===== config.mk =====
export PLATFORM = sky130hd
export DESIGN_NAME = attn_frame_tx
export DESIGN_NICKNAME = d
export VERILOG_FILES = /design/src/rtl/attn_tx_pkg.sv /design/src/rtl/attn_sync.sv /design/src/rtl/baud_tick.sv /design/src/rtl/byte_ser.sv /design/src/rtl/evt_count.sv /design/src/rtl/attn_frame_tx.sv
export SDC_FILE = /design/constraint.sdc
export NUM_CORES = 1
export LEC_CHECK = 0
export BUFFER_PORTS_ARGS = -buffer_cell sky130_fd_sc_hd__buf_2
export CORE_ASPECT_RATIO = 0.9
export CORE_MARGIN = 4
export CORE_UTILIZATION = 45
export DETAILED_ROUTE_END_ITERATION = 10
export PLACE_DENSITY = 0.71
export SLEW_MARGIN = 10
export SYNTH_ARGS = -nofsm -noshare
export SYNTH_HDL_FRONTEND = slang
export SYNTH_SLANG_ARGS = --single-unit
export TNS_END_PERCENT = 20

===== constraint.sdc =====
create_clock -name clk -period 2.5 [get_ports clk]
set_input_delay 0.5 -clock clk [delete_from_list [all_inputs] [get_ports clk]]
set_output_delay 0.5 -clock clk [all_outputs]
set_load 0.005 [all_outputs]

===== src/rtl/attn_tx_pkg.sv =====
package attn_tx_pkg;
  typedef enum logic [1:0] {
    ST_IDLE  = 2'd0,
    ST_GUARD = 2'd1,
    ST_SEND  = 2'd2,
    ST_HOLD  = 2'd3
  } tx_state_e;

  localparam int SER_DATA_BITS = 8;
  localparam int SER_STOP_BITS = 2;
  localparam int FRAME_OVERHEAD = 3;
endpackage


===== src/rtl/attn_sync.sv =====
module attn_sync #(
  parameter int STAGES = 2
) (
  input  logic clk,
  input  logic rst_n,
  input  logic d,
  output logic q
);
  logic [STAGES-1:0] ff_q;

  generate
    if (STAGES == 1) begin : g_one
      always_ff @(posedge clk or negedge rst_n) begin
        if (!rst_n) ff_q <= '1;
        else        ff_q <= d;
      end
    end else begin : g_chain
      always_ff @(posedge clk or negedge rst_n) begin
        if (!rst_n) ff_q <= '1;
        else        ff_q <= {ff_q[STAGES-2:0], d};
      end
    end
  endgenerate

  assign q = ff_q[STAGES-1];
endmodule


===== src/rtl/baud_tick.sv =====
module baud_tick #(
  parameter int DIV = 5208
) (
  input  logic clk,
  input  logic rst_n,
  input  logic clr,
  input  logic en,
  output logic tick
);
  localparam int CW = (DIV < 2) ? 1 : $clog2(DIV);

  logic [CW-1:0] cnt_q, cnt_d;

  always_comb begin
    tick  = en && (cnt_q == CW'(DIV - 1));
    cnt_d = cnt_q;
    if (clr)     cnt_d = '0;
    else if (en) cnt_d = tick ? '0 : cnt_q + 1'b1;
  end

  always_ff @(posedge clk or negedge rst_n) begin
    if (!rst_n) cnt_q <= '0;
    else        cnt_q <= cnt_d;
  end
endmodule


===== src/rtl/byte_ser.sv =====
module byte_ser #(
  parameter int DATA_W    = 8,
  parameter int STOP_BITS = 2
) (
  input  logic              clk,
  input  logic              rst_n,
  input  logic              load,
  input  logic [DATA_W-1:0] din,
  input  logic              tick,
  output logic              txd,
  output logic              active,
  output logic              fin
);
  localparam int FW  = DATA_W + 1 + STOP_BITS;
  localparam int BCW = $clog2(FW);

  logic [FW-1:0]  sreg_q, sreg_d;
  logic [BCW-1:0] bit_q, bit_d;
  logic           act_q, act_d;
  logic           last_bit;

  always_comb begin
    last_bit = (bit_q == BCW'(FW - 1));
    fin      = act_q && tick && last_bit;
    sreg_d   = sreg_q;
    bit_d    = bit_q;
    act_d    = act_q;
    if (load) begin
      sreg_d = {{STOP_BITS{1'b1}}, din, 1'b0};
      bit_d  = '0;
      act_d  = 1'b1;
    end else if (act_q && tick) begin
      if (last_bit) begin
        act_d = 1'b0;
      end else begin
        sreg_d = {1'b1, sreg_q[FW-1:1]};
        bit_d  = bit_q + 1'b1;
      end
    end
  end

  always_ff @(posedge clk or negedge rst_n) begin
    if (!rst_n) begin
      sreg_q <= '1;
      bit_q  <= '0;
      act_q  <= 1'b0;
    end else begin
      sreg_q <= sreg_d;
      bit_q  <= bit_d;
      act_q  <= act_d;
    end
  end

  assign txd    = act_q ? sreg_q[0] : 1'b1;
  assign active = act_q;

  // a freshly started character opens with a low start bit
  assert_start_low_R5: assert property (@(posedge clk) disable iff (!rst_n)
    $rose(act_q) |-> !txd);
  // the trailing bit slots of a character are stop bits
  assert_stop_high_R5: assert property (@(posedge clk) disable iff (!rst_n)
    (act_q && bit_q > BCW'(DATA_W)) |-> txd);
endmodule


===== src/rtl/evt_count.sv =====
module evt_count #(
  parameter int W = 16
) (
  input  logic         clk,
  input  logic         rst_n,
  input  logic         inc,
  output logic [W-1:0] q
);
  logic [W-1:0] cnt_q, cnt_d;

  always_comb cnt_d = inc ? cnt_q + 1'b1 : cnt_q;

  always_ff @(posedge clk or negedge rst_n) begin
    if (!rst_n) cnt_q <= '0;
    else        cnt_q <= cnt_d;
  end

  assign q = cnt_q;
endmodule


===== src/rtl/attn_frame_tx.sv =====
module attn_frame_tx
  import attn_tx_pkg::*;
#(
  parameter int CLKS_PER_BIT = 5208,
  parameter int HOLD_CYCLES  = 1000,
  parameter int GUARD_BITS   = 2,
  parameter int LEN_W        = 8,
  parameter int ID_W         = 8,
  parameter int SYNC_STAGES  = 2,
  parameter int STAT_W       = 16
) (
  input  logic              clk,
  input  logic              rst_n,
  input  logic              req_valid,
  input  logic [ID_W-1:0]   req_id,
  input  logic [LEN_W-1:0]  req_len,
  output logic              req_ok,
  output logic              req_nak,
  output logic              busy,
  output logic              done,
  output logic [LEN_W:0]    rd_addr,
  input  logic [7:0]        rd_data,
  output logic              txd,
  input  logic              attn_in,
  output logic              attn_oe,
  output logic              attn_lo,
  output logic [ID_W-1:0]   cur_id,
  output logic [STAT_W-1:0] nak_count,
  output logic [STAT_W-1:0] sent_count
);
  localparam int CNT_W = LEN_W + 1;
  localparam int HCW   = (HOLD_CYCLES < 2) ? 1 : $clog2(HOLD_CYCLES);
  localparam int GCW   = (GUARD_BITS < 2) ? 1 : $clog2(GUARD_BITS);

  tx_state_e        state_q, state_d;
  logic             claim_q, claim_d;
  logic [ID_W-1:0]  id_q, id_d;
  logic [CNT_W-1:0] total_q, total_d;
  logic [CNT_W-1:0] idx_q, idx_d;
  logic [GCW-1:0]   guard_q, guard_d;
  logic [HCW-1:0]   hold_q, hold_d;
  logic             ok_q, nak_q, done_q;

  logic attn_hi, tick, baud_en, baud_clr;
  logic ser_load, ser_fin, ser_active;
  logic accept, refuse, finish;

  attn_sync #(.STAGES(SYNC_STAGES)) u_sync (
    .clk(clk), .rst_n(rst_n), .d(attn_in), .q(attn_hi)
  );

  baud_tick #(.DIV(CLKS_PER_BIT)) u_baud (
    .clk(clk), .rst_n(rst_n), .clr(baud_clr), .en(baud_en), .tick(tick)
  );

  byte_ser #(.DATA_W(SER_DATA_BITS), .STOP_BITS(SER_STOP_BITS)) u_ser (
    .clk(clk), .rst_n(rst_n), .load(ser_load), .din(rd_data), .tick(tick),
    .txd(txd), .active(ser_active), .fin(ser_fin)
  );

  evt_count #(.W(STAT_W)) u_nak_cnt (
    .clk(clk), .rst_n(rst_n), .inc(refuse), .q(nak_count)
  );

  evt_count #(.W(STAT_W)) u_sent_cnt (
    .clk(clk), .rst_n(rst_n), .inc(finish), .q(sent_count)
  );

  // next-state logic
  always_comb begin
    state_d  = state_q;
    claim_d  = claim_q;
    id_d     = id_q;
    total_d  = total_q;
    idx_d    = idx_q;
    guard_d  = guard_q;
    hold_d   = hold_q;
    accept   = 1'b0;
    refuse   = 1'b0;
    finish   = 1'b0;
    ser_load = 1'b0;
    case (state_q)
      ST_IDLE: begin
        if (req_valid) begin
          if (attn_hi) begin
            accept  = 1'b1;
            claim_d = 1'b1;
            id_d    = req_id;
            total_d = CNT_W'(req_len) + CNT_W'(FRAME_OVERHEAD);
            idx_d   = '0;
            guard_d = '0;
            state_d = ST_GUARD;
          end else begin
            refuse = 1'b1;
          end
        end
      end
      ST_GUARD: begin
        if (tick) begin
          if (guard_q == GCW'(GUARD_BITS - 1)) begin
            ser_load = 1'b1;
            idx_d    = idx_q + 1'b1;
            state_d  = ST_SEND;
          end else begin
            guard_d = guard_q + 1'b1;
          end
        end
      end
      ST_SEND: begin
        if (ser_fin) begin
          if (idx_q == total_q) begin
            finish  = 1'b1;
            claim_d = 1'b0;
            id_d    = '1;
            hold_d  = '0;
            state_d = ST_HOLD;
          end else begin
            ser_load = 1'b1;
            idx_d    = idx_q + 1'b1;
          end
        end
      end
      ST_HOLD: begin
        if (hold_q == HCW'(HOLD_CYCLES - 1)) state_d = ST_IDLE;
        else                                 hold_d  = hold_q + 1'b1;
      end
      default: state_d = ST_IDLE;
    endcase
  end

  assign baud_en  = (state_q == ST_GUARD) || (state_q == ST_SEND);
  assign baud_clr = accept || ser_load;

  // register process
  always_ff @(posedge clk or negedge rst_n) begin
    if (!rst_n) begin
      state_q <= ST_IDLE;
      claim_q <= 1'b0;
      id_q    <= '1;
      total_q <= '0;
      idx_q   <= '0;
      guard_q <= '0;
      hold_q  <= '0;
      ok_q    <= 1'b0;
      nak_q   <= 1'b0;
      done_q  <= 1'b0;
    end else begin
      state_q <= state_d;
      claim_q <= claim_d;
      id_q    <= id_d;
      total_q <= total_d;
      idx_q   <= idx_d;
      guard_q <= guard_d;
      hold_q  <= hold_d;
      ok_q    <= accept;
      nak_q   <= refuse;
      done_q  <= finish;
    end
  end

  assign req_ok  = ok_q;
  assign req_nak = nak_q;
  assign done    = done_q;
  assign busy    = (state_q != ST_IDLE);
  assign rd_addr = idx_q;
  assign attn_oe = claim_q;
  assign attn_lo = claim_q;
  assign cur_id  = id_q;

  // the wire is only claimed after a high synchronised sample
  assert_claim_when_high_R1: assert property (@(posedge clk) disable iff (!rst_n)
    $rose(attn_oe) |-> $past(attn_hi));
  // every refusal advances the refusal counter by one
  assert_nak_counts_R2: assert property (@(posedge clk) disable iff (!rst_n)
    req_nak |-> (nak_count == $past(nak_count) + 1'b1));
  // completion coincides with releasing the wire
  assert_done_release_R6: assert property (@(posedge clk) disable iff (!rst_n)
    done |-> (!attn_oe && $past(attn_oe)));
  // every completion advances the sent counter by one
  assert_sent_counts_R7: assert property (@(posedge clk) disable iff (!rst_n)
    done |-> (sent_count == $past(sent_count) + 1'b1));
  // all-ones identifier whenever no frame is in flight
  assert_idle_marker_R9: assert property (@(posedge clk) disable iff (!rst_n)
    (!busy || !attn_oe) |-> (cur_id == {ID_W{1'b1}}));
  // the data wire is quiet while the attention wire is released
  assert_quiet_line_R11: assert property (@(posedge clk) disable iff (!rst_n)
    !attn_oe |-> txd);
  // no character is in progress without the wire held
  assert_ser_under_claim_R5: assert property (@(posedge clk) disable iff (!rst_n)
    ser_active |-> attn_oe);
endmodule


* Word-level counts from Yosys, hierarchy flattened
Index checks and enable logic that the tools add are counted.
Word-level totals: register bits 106, bits of input ports 28, output and inout bits 56, logic and storage cells 125
Cells by class: $add $sub $neg 8, equality and inequality tests 17, multiplexer cells 61, reduce and logical (&&, ||, !) cells 22
Operator list (count):
- $mux W9 | 6
- $mux W13 | 3
- $mux W11 | 3
- $add A16 B1 Y16 const B | 2
- $mux W8 | 4
- $mux W10 | 3
- $pmux W9 S3 | 1
- $mux W1 | 25
- $pmux W10 S2 | 1
- $ne A2 B2 Y1 const B | 8
- $pmux W8 S2 | 1
- $mux W2 | 7
- $reduce_and A7 Y1 | 2
- $reduce_bool A2 Y1 | 7
- $add A13 B1 Y13 const B | 1
- $eq A13 B13 Y1 const B | 1
- $mux W4 | 3
- $add A10 B1 Y10 const B | 1
- $eq A10 B10 Y1 const B | 1
- $add A8 B2 Y9 const B | 1
- $add A9 B1 Y9 const B | 1
- $eq A9 B9 Y1 | 1
- $pmux W2 S4 | 1
- $reduce_and A4 Y1 | 2
- 14 further kinds | 22

* Longest topological paths before layout
Gate-level depths: netlist (run 1).
depth after elaboration 9, depth in mapped cells 10, gate-level depth less buffers 9

* Cells and area by module
From an unflattened synthesis (run 1), not the netlist that was laid out.
Second synthesis, totals: cells, all modules 555, area, all modules 5492.8 um^2
By module, submodules not included:
- attn_frame_tx | instances 1, cells each 282, area each 2531.2 um^2, seq. area each 1086.0 um^2
- baud_tick | instances 1, cells each 75, area each 745.7 um^2, seq. area each 325.3 um^2
- evt_count (u_sent_cnt) | instances 1, cells each 61, area each 744.5 um^2, seq. area each 400.4 um^2
- byte_ser | instances 1, cells each 79, area each 723.2 um^2, seq. area each 361.6 um^2
- evt_count (u_nak_cnt) | instances 1, cells each 56, area each 695.7 um^2, seq. area each 400.4 um^2
- attn_sync | instances 1, cells each 2, area each 52.6 um^2, seq. area each 52.6 um^2

* Worst setup path before layout (run 1)
OpenSTA, ideal clock, no wires.
path kind reg-to-reg, start point reg u_baud.cnt_q[3], end point reg state_q[1], setup time 125 ps, arrival time 2470 ps, data required time 2375 ps, slack -95 ps, cell stages (with the launch flop) 8, buffers on the path 1, period minus slack after synthesis 2595 ps, cells stage by stage dfrtp_1 -> or4_4 -> nor4_4 -> nand4_4 -> and2_4 -> buf_6 -> nor3_1 -> mux2_2
On the way: cells in the longest elaborated chain, start to end 6, elaborated cells between the ends (all ways) 7, those cells by class 3 x eq/ne; 4 x reduce/logical
Ends and longest elaborated chain:
- start, declared | line baud_tick.sv:12 | logic [CW-1:0] cnt_q, cnt_d;
- start signal, assigned | line baud_tick.sv:23 | else cnt_q <= cnt_d;
- $eq A13 B13 Y1 * | line baud_tick.sv:15 | tick = en && (cnt_q == CW'(DIV - 1));
- $logic_and A1 B1 Y1 * | line baud_tick.sv:15
- $logic_and A1 B1 Y1 (2 in series) | line byte_ser.sv:24 | fin = act_q && tick && last_bit;
- $ne A2 B2 Y1 (no source line)
- $reduce_and A7 Y1 (no source line) *
- end signal, assigned | line attn_frame_tx.sv:148 | state_q <= state_d;
- end, declared | line attn_frame_tx.sv:35 | tx_state_e state_q, state_d;
Mark *: on every way between the ends. The rest lies on a longest branch, timed or not. A chain may end at the register's enable or synchronous reset.

* Final worst setup path (run 1)
start point reg u_baud.cnt_q[3], end point reg hold_q[7]
On the way: cells in the longest elaborated chain, start to end 6
Ends and longest elaborated chain:
- $eq A13 B13 Y1 | line baud_tick.sv:15
- $logic_and A1 B1 Y1 | line baud_tick.sv:15
- $logic_and A1 B1 Y1 (2 in series) | line byte_ser.sv:24
- $ne A2 B2 Y1 (no source line)
- $reduce_and A4 Y1 (no source line)
- end signal, assigned | line attn_frame_tx.sv:154 | hold_q <= hold_d;
- end, declared | line attn_frame_tx.sv:41 | logic [HCW-1:0] hold_q, hold_d;
No other way between the ends.

==> results of run 1 <==
## layout make-up
class / count / area (µm²)
Clock buffer: 12 / 236.5
Multi-Input combinational cell: 363 / 2386
Tap cell: 152 / 190.2
Inverter: 14 / 52.55
Clock inverter: 4 / 55.05
Timing Repair Buffer: 120 / 708.2
Fill cell: 975 / 4691
Sequential cell: 104 / 2626
## repair_timing
item	CTS	global route
cloned	0	0
buffers inserted	1	5
resized for setup	2	8
pin swaps	2	7
endpoints found under the setup margin	5	26
## where the power goes
part | switching (mW) | internal [mW]
Sequential | 0.000929 | 1.69
Clock | 0.608 | 0.781
Combinational | 0.0506 | 0.0276
Total | 0.659 | 2.50
## metal layers
layer	GRT usage, %	vias up
met4	4.906	0
met5	0	-
li1	-	1963
met1	21.31	1947
met2	30.57	70
met3	3.942	15
## logic make-up after synthesis
kind of cell,Yosys count
compound gates,73
xor+xnor,61
fa+ha+maj,12
buf+inv,27
flops,104
mux,12
simple gates,205
## path summary, 6_finish.rpt
| check | endpoint | slack (ns) | cells past startpoint |
|---|---|---|---|
| setup / recovery | hold_q[7] | 0.03 | 8 |
| hold / removal | u_sent_cnt.q[12] | 0.17 | 1 |
| setup reg to reg | hold_q[7] | 0.03 | 8 |
| hold reg to reg | u_sync.ff_q[1] | 0.36 | 0 |
| max in group asynchronous | cur_id[2] | 1.60 | 2 |
| min in group clk | u_sync.ff_q[0] | 0.26 | 1 |
## flip-flops by register name, indices dropped and copies added (netlist names)
register and flops:
u_ser.bit_q 4, done 1, u_ser.sreg_q 9, u_sent_cnt.q 16
u_baud.cnt_q 13, cur_id 8, u_sync.ff_q 2, rd_addr 9
state_q 2, req_nak 1, attn_lo 1, u_nak_cnt.q 16
guard_q 1, req_ok 1, hold_q 10, total_q 9
u_ser.active 1
## critical path: stages (launching register included)
cell     delay (ns)
dfrtp_1        0.38
or4_4          0.53
buf_4          0.15
nor4_4         0.14
buf_4          0.19
nand4_4        0.11
and2_4         0.24
or4_1          0.51
a21oi_1        0.15
## cell usage in the layout (no fill, tap or decap), types with 3 or more instances in the layout
master and instances:
buf_2 82, or3_1 4, and4_1 3, ha_1 11
or4b_1 4, mux2i_1 11, dfstp_2 19, xnor2_1 30
buf_4 37, nand2_1 64, inv_1 14, clkbuf_16 9
nand2b_1 6, a21oi_1 12, dfrtp_1 85, xor2_1 31
and3_1 9, nand3_1 34, clkbuf_1 3, nor2_1 36
o22a_1 8, a21o_1 3, o21ai_0 33, nor3_1 4
nand4_1 13, or4_1 4
==> results.md, run 1 <==
- Top routing layer in use: met4
- Total global-route track usage: 17.27%
- GR Overflow Total: 0
- Kind of critical path: register to register
- Crit path from: u_baud.cnt_q[3]
- Most used flip-flop cell after synthesis: dfrtp_1
- Post-Syn Instances: 494
- HP Class: input port to async pin
- Htree depth: 3
- Clock slew at reported path FFs: 0.07 ns
- Syn nets: 534
- Largest net degree at the start of global routing: 51
- Fin. max-slew vios: 0
- Drt first pass iters: 4
- Overall power: 3.155 mW
- Number of synthesized flops with an enable pin: 0
- Horiz. Die Dim: 120.0 µm
- Data required, critical path: 2.78 ns
- Drt initial violations: 198
- Share of the yosys chip area belonging to registers: 51.67%
- RSZ-0062 raised after global routing: yes
- Core Box Area: 10,950 µm²
- Simple-gate share of the synthesized area: 21.32%
- Final Util: 57.14%
- # rows: 36
- Period Utilization, post-route: 98.85%
- Placed Area: 5879 µm²
- Max Clk Rate: 0.4046 GHz
- Final hold slack: 0.1698 ns
- Status: completed
- Die Span Y: 108.8 µm
- Max_cap viols: 0
- Final wirelength: 10,830 µm
- Inst Count DP: 747
- Post-DR wirelength/cell: 14.09 µm
- Flops & latches, synth: 104
- Number of global-route vias before repair: 3,998
- CTS sink cnt: 104
- Per-instance average area after synthesis: 10.29 µm²
- Worst endpoint data arrival time: 2.75 ns
- Fin worst setup slack: 0.02865 ns
- Metal-1 WL: 4702 µm
- Slew margin rel.: 56.73%
- Layout cell share with drive strength beyond 1: 27.39%
- Final min period: 2.471 ns
- Clk_lat worst skew: 0.35 ns
- Gpl congestion: 0.8509
- Cts hold-fix bufs: 0
- Max VDD drop: 0.0005862 V
- DR vias: 3,995
- Skew final: 0.008302 ns
- Complex-gate fraction of the synthesized area: 8.912%
- Metal3 WL: 499 µm
- Initial antenna violation count: 0
- Final nets: 652
- Setup TNS: 0 ns
- # DRC: 0
- Actual slew at the worst max-slew pin: 0.6490 ns
- Area share of the largest cell type after synthesis: 41.85%
- Final hold violations: 0
- Root Driver: clkbuf_16
- CP Max Fanout: 8
- Port bufs: 83
- Layout area overhead: 23.07%
- Cell Area, Synth: 5082 µm²
- Die Area: 13,060 µm²
- Leakage power figure: 3.005 nW
- Largest family of logic cells by synthesized area: simple AND/OR/NAND/NOR gates
- CP Capture Type: register
- Design area: 6255 µm²
- Routed Antenna Nets: 0
- DR vias/cell: 5.195
- Commonest cells post-synth: 85 x dfrtp_1, 65 x nand2_1, 36 x nor2_1
- Pwr/cell area: 504.3 nW/µm²
- Top Ports: 84
- Ys async rst share: 100.0%
- Unique cell type count in the Yosys netlist: 54
- Met2 Routed Length: 5483 µm
- Adder-cell share of the synthesized area: 2.954%
- Reg2reg start: u_baud.cnt_q[3]
- Post-place setup slack: -0.07606 ns
- Initial Util: 46.43%
- Main area contributors after synthesis: dfrtp_1 42%, dfstp_2 9.8%, xor2_1 5.3%
- TritonCTS buffer count: 9
- DP HPWL: 7970 µm
- Total number of yosys warnings: 0
- Cell with the most instances after synthesis: dfrtp_1
- Clk buf depth: 2
- Non-filler cells, final: 769
- Fraction of synthesized area in multiplexers: 2.388%
- Fraction of synthesized cell area in xor and xnor cells: 10.51%
- Ant diodes: 0
- Wire length of the first global-routing pass: 18,350 µm
- Cell taking the most area after synthesis: dfrtp_1
- Final setup fails: 0
- CTS tree: yes
- Startpoint Class: register
No activity file was read; power rests on OpenSTA's default activity.
==> run 2, diff against run 1 <==
--- a/config.mk
+++ b/config.mk
@@ -11,6 +11,7 @@
 export CORE_UTILIZATION = 45
 export DETAILED_ROUTE_END_ITERATION = 10
 export PLACE_DENSITY = 0.71
+export SETUP_SLACK_MARGIN = 0.1
 export SLEW_MARGIN = 10
 export SYNTH_ARGS = -nofsm -noshare
 export SYNTH_HDL_FRONTEND = slang
==> run 2 against run 1 <==
Largest cell class unchanged. Sequential power is essentially flat. Via count shrank 0.25%. Count of clock-buffer cells in the layout shrank 1. Worst hold slack gained 0.0095 ns. First-iteration DRC count shrank 29%. Clock power grew 10%. Largest power group unchanged. Critical path depth shrank 2. Fmax grew 3.2%. Cell count shrank 0.65%. Global-route usage grew 0.15 points. Sequential share of layout area shrank 0.43 points. Cell area grew 1.0%.
==> results.md, run 2 (synthesized netlist as in run 1, its figures left out) <==
- Status: completed
- Sw power: 0.6532 mW
- Post-DR wirelength/cell: 14.21 µm
- Horiz. Die Dim: 120.0 µm
- Worst endpoint data arrival time: 2.67 ns
- Pwr/cell area: 521.8 nW/µm²
- Period Utilization, post-route: 95.83%
- Wire length of the first global-routing pass: 18,570 µm
- R2r endpoint: rd_addr[8]
- Top Ports: 84
- HP Class: input port to async pin
- Routed Antenna Nets: 0
- Actual slew at the worst max-slew pin: 0.6534 ns
- Final min period: 2.396 ns
- Port bufs: 83
- Startpoint Class: register
- # rows: 36
- TritonCTS buffer count: 9
- Commonest cells after routing, fill and taps aside: 85 x dfrtp_1, 82 x buf_2, 64 x nand2_1
- DR vias/cell: 5.216
- Skew final: 0.007333 ns
- Final nets: 647
- Total global-route track usage: 17.41%
- Data required, critical path: 2.78 ns
- Most common cell after layout, fill and taps aside: dfrtp_1
- Drt initial violations: 141
- Clock power share: 46.4%
- Reg2reg start: u_baud.cnt_q[9]
- Reg2Reg Depth: 6
- Clk buf depth: 2
- Final hold slack: 0.1793 ns
- Drt first pass iters: 4
- Setup TNS: 0 ns
- GR Overflow Total: 0
- DP HPWL: 7852 µm
- Final setup fails: 0
- Max Clk Rate: 0.4174 GHz
- # DRC: 0
- Max VDD drop: 0.0004049 V
- Die Span Y: 108.8 µm
- Largest net degree at the start of global routing: 49
- Initial antenna violation count: 1
- Int Pwr: 2.645 mW
- Worst-path cell chain: or4_4 > or4_4 > o21ai_4 > nand4bb_4 > or4b_1 > nand3_1
- CTS tree: yes
- Kind of critical path: register to register
- DR vias: 3,985
- Logic pwr share: 2.4%
- Part of the power in registers: 51.2%
- CTS sink cnt: 104
- Htree depth: 3
- Root Driver: clkbuf_16
- CP Max Fanout: 7
- CP Capture Type: register
- RSZ-0062 raised after global routing: yes
- Slowest cell delay on critical path: 0.56 ns
- Cts hold-fix bufs: 0
- Layout cell share with drive strength beyond 1: 28.10%
- Clock slew at reported path FFs: 0.07 ns
- Initial Util: 46.43%
- Gpl congestion: 0.8512
- CP max-delay cell: or4_4
- Sw Ratio: 19.81%
- Ant diodes: 0
- Number of global-route vias before repair: 4,062
- Final Util: 57.74%
- Crit path top cell by count: or4_4
- Fin. max-slew vios: 0
- Core Box Area: 10,950 µm²
- Max_cap viols: 0
- Die Area: 13,060 µm²
- Final wirelength: 10,860 µm
- Final hold violations: 0
- Leakage power figure: 3.009 nW
- R2R setup slack: 0.10 ns
- Layout area overhead: 24.35%
- Slew margin rel.: 56.44%
- Clk_lat worst skew: 0.34 ns
==> run 2: cell count changes in the layout (fill, tap and decap cells not counted), sizes merged <==
cell	previous run	this run
inv	14	15
clkbuf	12	11
clkinvlp	1	0
buf	120	115
bufinv	1	2
==> run 2: worst max-delay path, delay by kind of cell (launching register included) <==
kind            cells  cell delay (ns)
compound gates      1             0.18
flops               1             0.38
simple gates        5             1.79
==> run 2: layout make-up <==
class,count,area (µm²)
timing repair buffer,115,686.9
multi-input combinational,363,2434
sequential,104,2626
fill,978,4626
inverter,14,52.55
clock buffer,11,252.7
clock inverter,5,77.57
tap,152,190.2
==> run 2: worst max-delay path by stage <==
stage / from / end / slack (ns) / cells after the start
after floorplan: state_q[1] / hold_q[9] / 0.06 / 10
after global placement: u_baud.cnt_q[11] / rd_addr[7] / 0.05 / 6
after detailed placement: u_baud.cnt_q[11] / rd_addr[7] / 0.004 / 6
after CTS: u_baud.cnt_q[9] / rd_addr[8] / 0.05 / 6
after global routing: u_baud.cnt_q[0] / hold_q[9] / 0.03 / 8
final: u_baud.cnt_q[9] / rd_addr[8] / 0.10 / 6
==> run 2: per-layer routing <==
layer  GRT usage, %  vias up  share of wire, %
li1               -     1964                 -
met1          21.88     1932                46
met2          29.68       71                48
met3          4.616       16               4.8
met4          5.315        2               1.7
met5              0        -              0.12
==> run 2: repair_timing <==
action,4_1_cts,5_1_grt
setup buffers,2,8
pin swaps,7,6
gates cloned,0,0
setup endpoints to repair,17,45
gates resized for setup,1,8
==> run 2: per-stage QoR <==
step | instances | total power [mW] | worst slack [ns] | instance area, µm²
4_1_cts | 756 | 3.344 | 0.05075 | 6223
6_report | 764 | 3.298 | 0.1041 | 6320
3_3_place_gp | 738 | 1.798 | 0.05118 | 5871
5_1_grt | 764 | 3.422 | 0.02759 | 6320
3_5_place_dp | 738 | 1.801 | 0.003862 | 5871
2_1_floorplan | 494 | 1.731 | 0.06300 | 5144
==> run 2: power by group through the flow <==
stage / clock network [mW] / logic [mW] / registers, mW
floorplan: 0 / 0.0125 / 1.72
global placement: 0 / 0.0797 / 1.72
detailed placement: 0 / 0.0827 / 1.72
CTS: 1.57 / 0.0832 / 1.69
global route: 1.64 / 0.0920 / 1.69
finish: 1.53 / 0.0800 / 1.69
